$ cat config.mk
export PLATFORM = sky130hd
export DESIGN_NAME = adc_scan_ctrl
export DESIGN_NICKNAME = d
export VERILOG_FILES = /design/src/rtl/adc_scan_pkg.sv /design/src/rtl/adc_tick_gen.sv /design/src/rtl/adc_sar_core.sv /design/src/rtl/adc_result_buf.sv /design/src/rtl/adc_scan_ctrl.sv
export SDC_FILE = /design/constraint.sdc
export NUM_CORES = 1
export LEC_CHECK = 0
export BUFFER_PORTS_ARGS = -buffer_cell sky130_fd_sc_hd__clkbuf_2
export CAP_MARGIN = 20
export CORE_MARGIN = 5
export CORE_UTILIZATION = 59
export CTS_CLUSTER_SIZE = 25
export DETAILED_ROUTE_END_ITERATION = 10
export HOLD_SLACK_MARGIN = 0.12
export PLACE_DENSITY_LB_ADDON = 0.25
export SYNTH_ARGS = -nofsm -noshare
export SYNTH_HDL_FRONTEND = slang
export SYNTH_SLANG_ARGS = --single-unit
$ cat constraint.sdc
create_clock -name clk_i -period 3.7 [get_ports clk_i]
set_input_delay 0.185 -clock clk_i [delete_from_list [all_inputs] [get_ports clk_i]]
set_output_delay 0.185 -clock clk_i [all_outputs]
set_load 0.1 [all_outputs]
$ cat src/rtl/adc_scan_pkg.sv
package adc_scan_pkg;
  localparam int INTV_W = 5;

  typedef enum logic [1:0] {
    ST_IDLE   = 2'd0,
    ST_SETTLE = 2'd1,
    ST_CONV   = 2'd2
  } scan_state_e;

  // interval code -> sample count
  function automatic logic [INTV_W-1:0] intv_decode(input logic [3:0] code);
    logic [INTV_W-1:0] n;
    if (code <= 4'd1)      n = INTV_W'(1);
    else if (code <= 4'd8) n = INTV_W'(code);
    else if (code == 4'd9) n = INTV_W'(12);
    else                   n = INTV_W'(16);
    return n;
  endfunction
endpackage

$ cat src/rtl/adc_tick_gen.sv
module adc_tick_gen #(
  parameter int DIVW = 3
) (
  input  logic            clk_i,
  input  logic            rst_ni,
  input  logic            en_i,
  input  logic [DIVW-1:0] div_i,
  output logic            tick_o
);
  logic [DIVW-1:0] cnt_q;

  assign tick_o = en_i && (cnt_q == div_i);

  always_ff @(posedge clk_i or negedge rst_ni) begin
    if (!rst_ni)               cnt_q <= '0;
    else if (!en_i || tick_o)  cnt_q <= '0;
    else                       cnt_q <= cnt_q + 1'b1;
  end
endmodule

$ cat src/rtl/adc_sar_core.sv
module adc_sar_core #(
  parameter int RES_W   = 12,
  parameter int SMP_TCK = 3
) (
  input  logic             clk_i,
  input  logic             rst_ni,
  input  logic             run_i,
  input  logic             tick_i,
  input  logic             cmp_i,
  output logic             sample_o,
  output logic [RES_W-1:0] dac_o,
  output logic             done_o,
  output logic [RES_W-1:0] result_o
);
  localparam int LATCH = SMP_TCK + RES_W;      // final phase index
  localparam int PH_W  = $clog2(LATCH + 1);

  logic [PH_W-1:0]  phase_q;
  logic [RES_W-1:0] acc_q;
  logic [PH_W-1:0]  bit_idx;
  logic             trial;
  logic [RES_W-1:0] mask;

  always_comb begin
    trial   = (phase_q >= PH_W'(SMP_TCK)) && (phase_q < PH_W'(LATCH));
    bit_idx = PH_W'(LATCH - 1) - phase_q;
    mask    = trial ? (RES_W'(1) << bit_idx) : '0;
  end

  assign dac_o    = acc_q | mask;
  assign sample_o = run_i && (phase_q < PH_W'(SMP_TCK));
  assign done_o   = run_i && tick_i && (phase_q == PH_W'(LATCH));
  assign result_o = acc_q;

  always_ff @(posedge clk_i or negedge rst_ni) begin
    if (!rst_ni) begin
      phase_q <= '0;
      acc_q   <= '0;
    end else if (!run_i) begin
      phase_q <= '0;
      acc_q   <= '0;
    end else if (tick_i) begin
      if (phase_q == PH_W'(LATCH)) begin
        phase_q <= '0;
        acc_q   <= '0;
      end else begin
        if (trial && cmp_i) acc_q <= acc_q | mask;
        phase_q <= phase_q + 1'b1;
      end
    end
  end

  assert_sample_zero_R1: assert property (@(posedge clk_i) disable iff (!rst_ni)
    sample_o |-> (dac_o == '0));
endmodule

$ cat src/rtl/adc_result_buf.sv
module adc_result_buf
  import adc_scan_pkg::*;
#(
  parameter int RES_W = 12,
  parameter int DEPTH = 16,
  localparam int AW   = $clog2(DEPTH)
) (
  input  logic              clk_i,
  input  logic              rst_ni,
  input  logic              wr_en_i,
  input  logic [RES_W-1:0]  wr_data_i,
  input  logic              new_op_i,
  input  logic              da_clr_i,
  input  logic [INTV_W-1:0] intv_i,
  input  logic [AW-1:0]     rd_addr_i,
  output logic [RES_W-1:0]  rd_data_o,
  output logic              res_valid_o,
  output logic [AW-1:0]     res_addr_o,
  output logic [RES_W-1:0]  res_data_o,
  output logic              da_flag_o,
  output logic [AW-1:0]     last_addr_o
);
  logic [RES_W-1:0]  mem_q [DEPTH];
  logic [AW-1:0]     wr_ptr_q;
  logic [INTV_W-1:0] scnt_q;
  logic              hit;

  assign hit       = wr_en_i && ((scnt_q + 1'b1) == intv_i);
  assign rd_data_o = mem_q[rd_addr_i];

  always_ff @(posedge clk_i) begin
    if (wr_en_i) mem_q[wr_ptr_q] <= wr_data_i;
  end

  always_ff @(posedge clk_i or negedge rst_ni) begin
    if (!rst_ni) begin
      wr_ptr_q    <= '0;
      res_valid_o <= 1'b0;
      res_addr_o  <= '0;
      res_data_o  <= '0;
    end else begin
      res_valid_o <= wr_en_i;
      if (wr_en_i) begin
        res_addr_o <= wr_ptr_q;
        res_data_o <= wr_data_i;
        wr_ptr_q   <= (wr_ptr_q == AW'(DEPTH - 1)) ? '0 : wr_ptr_q + 1'b1;
      end
    end
  end

  always_ff @(posedge clk_i or negedge rst_ni) begin
    if (!rst_ni) begin
      scnt_q      <= '0;
      da_flag_o   <= 1'b0;
      last_addr_o <= '0;
    end else if (new_op_i) begin
      scnt_q    <= '0;
      da_flag_o <= 1'b0;
    end else begin
      if (da_clr_i) da_flag_o <= 1'b0;
      if (wr_en_i) begin
        if (hit) begin
          da_flag_o   <= 1'b1;
          last_addr_o <= wr_ptr_q;
          scnt_q      <= '0;
        end else begin
          scnt_q <= scnt_q + 1'b1;
        end
      end
    end
  end

  assert_ptr_wrap_R7: assert property (@(posedge clk_i) disable iff (!rst_ni)
    (wr_en_i && wr_ptr_q == AW'(DEPTH - 1)) |=> (wr_ptr_q == '0));
  assert_last_addr_R9: assert property (@(posedge clk_i) disable iff (!rst_ni)
    (hit && !new_op_i) |=> (da_flag_o && last_addr_o == $past(wr_ptr_q)));
  assert_flag_clear_R10: assert property (@(posedge clk_i) disable iff (!rst_ni)
    new_op_i |=> !da_flag_o);
endmodule

$ cat src/rtl/adc_scan_ctrl.sv
module adc_scan_ctrl
  import adc_scan_pkg::*;
#(
  parameter int RES_W   = 12,
  parameter int DEPTH   = 16,
  parameter int NCFG    = 8,
  parameter int CFGW    = 4,
  parameter int DIVW    = 3,
  parameter int SETTLE  = 20,
  parameter int SMP_TCK = 3,
  localparam int AW     = $clog2(DEPTH),
  localparam int CIW    = $clog2(NCFG),
  localparam int SW     = $clog2(SETTLE + 1)
) (
  input  logic                 clk_i,
  input  logic                 rst_ni,
  input  logic                 start_req_i,
  input  logic                 stop_req_i,
  input  logic                 cont_mode_i,
  input  logic [DIVW-1:0]      clk_div_i,
  input  logic                 settle_skip_i,
  input  logic [CIW-1:0]       last_cfg_i,
  input  logic [NCFG*CFGW-1:0] cfg_list_i,
  input  logic [3:0]           intv_code_i,
  input  logic                 da_clr_i,
  input  logic                 da_ie_i,
  input  logic                 pm_abort_i,
  input  logic                 cmp_i,
  output logic                 sample_o,
  output logic [RES_W-1:0]     dac_code_o,
  output logic [CFGW-1:0]      mux_sel_o,
  output logic                 busy_o,
  output logic                 res_valid_o,
  output logic [AW-1:0]        res_addr_o,
  output logic [RES_W-1:0]     res_data_o,
  input  logic [AW-1:0]        rd_addr_i,
  output logic [RES_W-1:0]     rd_data_o,
  output logic                 da_flag_o,
  output logic [AW-1:0]        last_addr_o,
  output logic                 irq_o
);
  scan_state_e      state_q;
  logic [SW-1:0]    settle_q;
  logic [CIW-1:0]   ch_idx_q;
  logic             stop_pend_q;
  logic             tick, conv_done, new_op, last_ch;
  logic [RES_W-1:0] result;

  assign busy_o    = (state_q != ST_IDLE);
  assign new_op    = (state_q == ST_IDLE) && start_req_i && !pm_abort_i;
  assign last_ch   = (ch_idx_q == last_cfg_i);
  assign mux_sel_o = cfg_list_i[ch_idx_q*CFGW +: CFGW];
  assign irq_o     = da_flag_o && da_ie_i;

  adc_tick_gen #(.DIVW(DIVW)) u_tick (
    .clk_i  (clk_i),
    .rst_ni (rst_ni),
    .en_i   (busy_o),
    .div_i  (clk_div_i),
    .tick_o (tick)
  );

  adc_sar_core #(.RES_W(RES_W), .SMP_TCK(SMP_TCK)) u_sar (
    .clk_i    (clk_i),
    .rst_ni   (rst_ni),
    .run_i    (state_q == ST_CONV),
    .tick_i   (tick),
    .cmp_i    (cmp_i),
    .sample_o (sample_o),
    .dac_o    (dac_code_o),
    .done_o   (conv_done),
    .result_o (result)
  );

  adc_result_buf #(.RES_W(RES_W), .DEPTH(DEPTH)) u_buf (
    .clk_i       (clk_i),
    .rst_ni      (rst_ni),
    .wr_en_i     (conv_done && !pm_abort_i),
    .wr_data_i   (result),
    .new_op_i    (new_op),
    .da_clr_i    (da_clr_i),
    .intv_i      (intv_decode(intv_code_i)),
    .rd_addr_i   (rd_addr_i),
    .rd_data_o   (rd_data_o),
    .res_valid_o (res_valid_o),
    .res_addr_o  (res_addr_o),
    .res_data_o  (res_data_o),
    .da_flag_o   (da_flag_o),
    .last_addr_o (last_addr_o)
  );

  always_ff @(posedge clk_i or negedge rst_ni) begin
    if (!rst_ni) begin
      state_q     <= ST_IDLE;
      settle_q    <= '0;
      ch_idx_q    <= '0;
      stop_pend_q <= 1'b0;
    end else if (pm_abort_i) begin
      state_q     <= ST_IDLE;
      stop_pend_q <= 1'b0;
    end else begin
      unique case (state_q)
        ST_IDLE: if (start_req_i) begin
          state_q     <= settle_skip_i ? ST_CONV : ST_SETTLE;
          settle_q    <= '0;
          ch_idx_q    <= '0;
          stop_pend_q <= 1'b0;
        end
        ST_SETTLE: begin
          if (stop_req_i) state_q <= ST_IDLE;
          else if (tick) begin
            if (settle_q == SW'(SETTLE - 1)) state_q <= ST_CONV;
            settle_q <= settle_q + 1'b1;
          end
        end
        ST_CONV: begin
          if (stop_req_i) stop_pend_q <= 1'b1;
          if (conv_done) begin
            if (stop_pend_q || stop_req_i || (!cont_mode_i && last_ch)) begin
              state_q     <= ST_IDLE;
              stop_pend_q <= 1'b0;
            end else begin
              ch_idx_q <= last_ch ? '0 : ch_idx_q + 1'b1;
            end
          end
        end
        default: state_q <= ST_IDLE;
      endcase
    end
  end

  assert_abort_R11: assert property (@(posedge clk_i) disable iff (!rst_ni)
    pm_abort_i |=> !busy_o);
  assert_stop_R6: assert property (@(posedge clk_i) disable iff (!rst_ni)
    (state_q == ST_CONV && conv_done && stop_pend_q && !pm_abort_i) |=> !busy_o);
  assert_single_R4: assert property (@(posedge clk_i) disable iff (!rst_ni)
    (state_q == ST_CONV && conv_done && !cont_mode_i && last_ch) |=> !busy_o);
  assert_no_busy_start_R12: assert property (@(posedge clk_i) disable iff (!rst_ni)
    (busy_o && start_req_i && !pm_abort_i && !conv_done && !stop_req_i) |=> busy_o);
endmodule

==> impl_metrics.toml <==
[outcome]
status = "complete, no violations"

[yosys]
synth_edf_count = 192
ys_seq_area_share_pct = 68.3
yosys.cell_types.count = 53
yosys_warnings = 0
synth-async-reset-ratio_pct = 24.1
syn_inst = 626
synth_area_mm2 = 0.0107
synth.ff_latch_count = 253
synth_flop_cell = "edfxtp_1"
synth.avg_cell_area_um2 = 17.1
syn_nets = 695

[global_route]
grt_pass1_vias = 6606
grt_pass1_wl_um = 37000
grt_usage_pct = 23.4
antenna_found_initial = 0
grt.overflow.total = 0
grt_max_degree = 49

[clock_tree]
cts_max_path_buffers = 3
ctsResizeCount = 0
insertion_delay_ns = 0.51
ctsRootBufferMaster = "clkbuf_16"
cts_hold_buf = 8
cts-buffers-inserted = 25
cts_tree = "done"
clk_pin_slew_ns = 0.06
cts_setup_buffers = 0
clock_sinks = 253
htreeDepth = 1

[timing]
worst_slew_pin_slew_ns = 0.932
setup_violations = 0
skew_ns = 0.0143
fin_crit_sh_pct = 78.1
rsz0062_at_grt = "false"
drv_slew = 0
relSlewSlack_pct = 37.6
max_freq_mhz = 346
report.final.hold_viol_count = 0
whs_ns = 0.298
final.min_clock_period_ns = 2.89
fin_setup_tns_ns = 0
worst_slack_ns = 0.811

[worst_setup_path]
crit_start = "u_sar.phase_q[0]"
worstPathRequired_ns = 3.51
cp_max_fo = 9
cp-end-kind = "primary output"
start_kind = "flip-flop"
critPathArrivalTime_ns = 2.70
timing.rr.start = "u_sar.phase_q[0]"
critPathKind = "reg2out"

[final_layout]
diodes = 0
syn_to_final_growth_pct = 16.8
postLayoutCoreUtil_pct = 69.7
multi_input_area_mm2 = 0.00324
fin_cells = 1013
regArea_mm2 = 0.00729
drive_gt1_share_pct = 32.9
fill_cells = 1141
fin_nets = 836

[drt]
drtIter0Drc = 517
wl_um = 23300
ant_nets = 0
routed-via-count = 6237
vias_per_cell = 6.16
drc = 0
first_pass_iters = 5
routedWlPerCell_um = 23.0

[placement]
place.port_buffers = 108
gp_congestion = 0.886
place_inst = 961
pre_cts_ws_ns = 1.21
place_hpwl_um = 15000

[floorplan]
die_area_mm2 = 0.0209
ios = 109
core_area_mm2 = 0.0179
start_util_pct = 59.6
die_x_um = 145
die_h_um = 145
rows = 49

[flow_run]
max_cap_viol_count = 0

[worst_hold_path]
min-delay-path-class = "in2reg"
min_from = "cmp_i"

[pwr]
ir_worst_vdd_uv = 368
leakage_nw = 4.43
power.density_mw_per_mm2 = 470
[layer usage]
metal,wire [um],up-vias,track usage [%]
met5,0,-,0
met4,397,0,4.37
met3,1730,36,4.53
met2,12100,307,40.8
met1,9040,3166,31.2
li1,-,2728,-
[placed cells by master (no fill, tap or decap), types with 3 or more instances in the layout]
cell / instances
a21o_1: 14
nand3_1: 11
clkinv_2: 4
o21ai_0: 12
inv_1: 12
mux2_2: 9
edfxtp_1: 192
xor2_1: 8
nor2b_1: 4
buf_4: 24
nor3_1: 7
clkbuf_2: 107
a21oi_1: 7
nand2_1: 68
xnor2_1: 7
and2_1: 3
nand4_1: 3
a22o_1: 14
o31ai_1: 3
ha_1: 13
clkbuf_16: 25
and3_1: 4
nand2b_1: 7
mux4_2: 68
dlygate4sd3_1: 8
nor2_1: 33
clkbuf_1: 6
clkinv_1: 5
dfrtp_1: 61
[critical path, stage by stage, from the launching register on]
cell and delay (ns):
dfrtp_1 0.47, ha_1 0.33, inv_1 0.16, o211ai_1 0.11
o21a_1 0.14, mux2i_1 0.31, a21o_1 0.21, clkbuf_2 0.46
[flip-flops by register name, indices dropped and copies added, names as in the netlist, 4 cells and up]
register and flops:
u_sar.result_o 12, settle_q 5, u_buf.wr_ptr_q 4, u_buf.mem_q 192
u_buf.last_addr_o 4, u_buf.scnt_q 5, u_sar.phase_q 4, u_buf.res_addr_o 4
u_buf.res_data_o 12
[power by group]
group          internal, W  total [W]  switching, W
Clock              0.00138    0.00238      0.000996
Combinational     0.000148   0.000408      0.000260
Sequential         0.00304    0.00307     0.0000360
[cells in the mapped netlist, types with 3 or more instances]
cell | number | area share (%)
and3_1 | 4 | 0.23
nor2_1 | 33 | 1.2
o21ai_0 | 12 | 0.56
xnor2_1 | 7 | 0.57
ha_1 | 13 | 1.5
nand4_1 | 3 | 0.18
nor3_1 | 9 | 0.42
a21oi_1 | 7 | 0.33
nor2b_1 | 4 | 0.23
mux4_2 | 68 | 14
clkbuf_1 | 17 | 0.60
inv_1 | 12 | 0.42
buf_1 | 5 | 0.18
and2_1 | 3 | 0.18
nand2b_1 | 7 | 0.41
o31ai_1 | 3 | 0.21
a22o_1 | 14 | 1.1
mux2_2 | 9 | 0.95
xor2_1 | 8 | 0.66
nand3_1 | 11 | 0.52
a21o_1 | 14 | 0.98
edfxtp_1 | 192 | 54
nand2_1 | 68 | 2.4
buf_2 | 5 | 0.23
dfrtp_1 | 61 | 14
[final timing paths]
path,end,cells after the start,slack [ns]
worst max-delay path,dac_code_o[1],7,0.81
worst min-delay path,u_sar.result_o[4],6,0.30
worst max register to register,stop_pend_q,7,1.04
worst min register to register,u_buf.res_data_o[0],2,0.46
max in group asynchronous,u_sar.result_o[3],3,2.48
min in group asynchronous,u_sar.phase_q[0],2,0.35
[through the flow]
stage	instance area, um^2	total power, W
4_1_cts	12500	0.00591
6_report	12500	0.00586
2_1_floorplan	10700	0.00342
5_1_grt	12500	0.00608
3_3_place_gp	11600	0.00352
3_5_place_dp	11600	0.00353
[area by class of cell]
cell class	instances	area share, %
timing repair buffer	142	6.74
multi-input combinational	333	26.0
clock inverter	13	0.933
tap	229	2.30
inverter	12	0.361
sequential	253	58.5
clock buffer	31	5.20
[cell families after synthesis]
kind of cell	Yosys count	share of synthesized area [%]
buffers and inverters	40	1.48
and+or+nand+nor	158	6.97
adders and majority gates	13	1.52
xor gates and xnor gates	17	1.54
muxes	79	15.5
AOI/OAI and AO/OA	66	4.71
DFF	253	68.3
No activity file was read; power rests on OpenSTA's default activity.
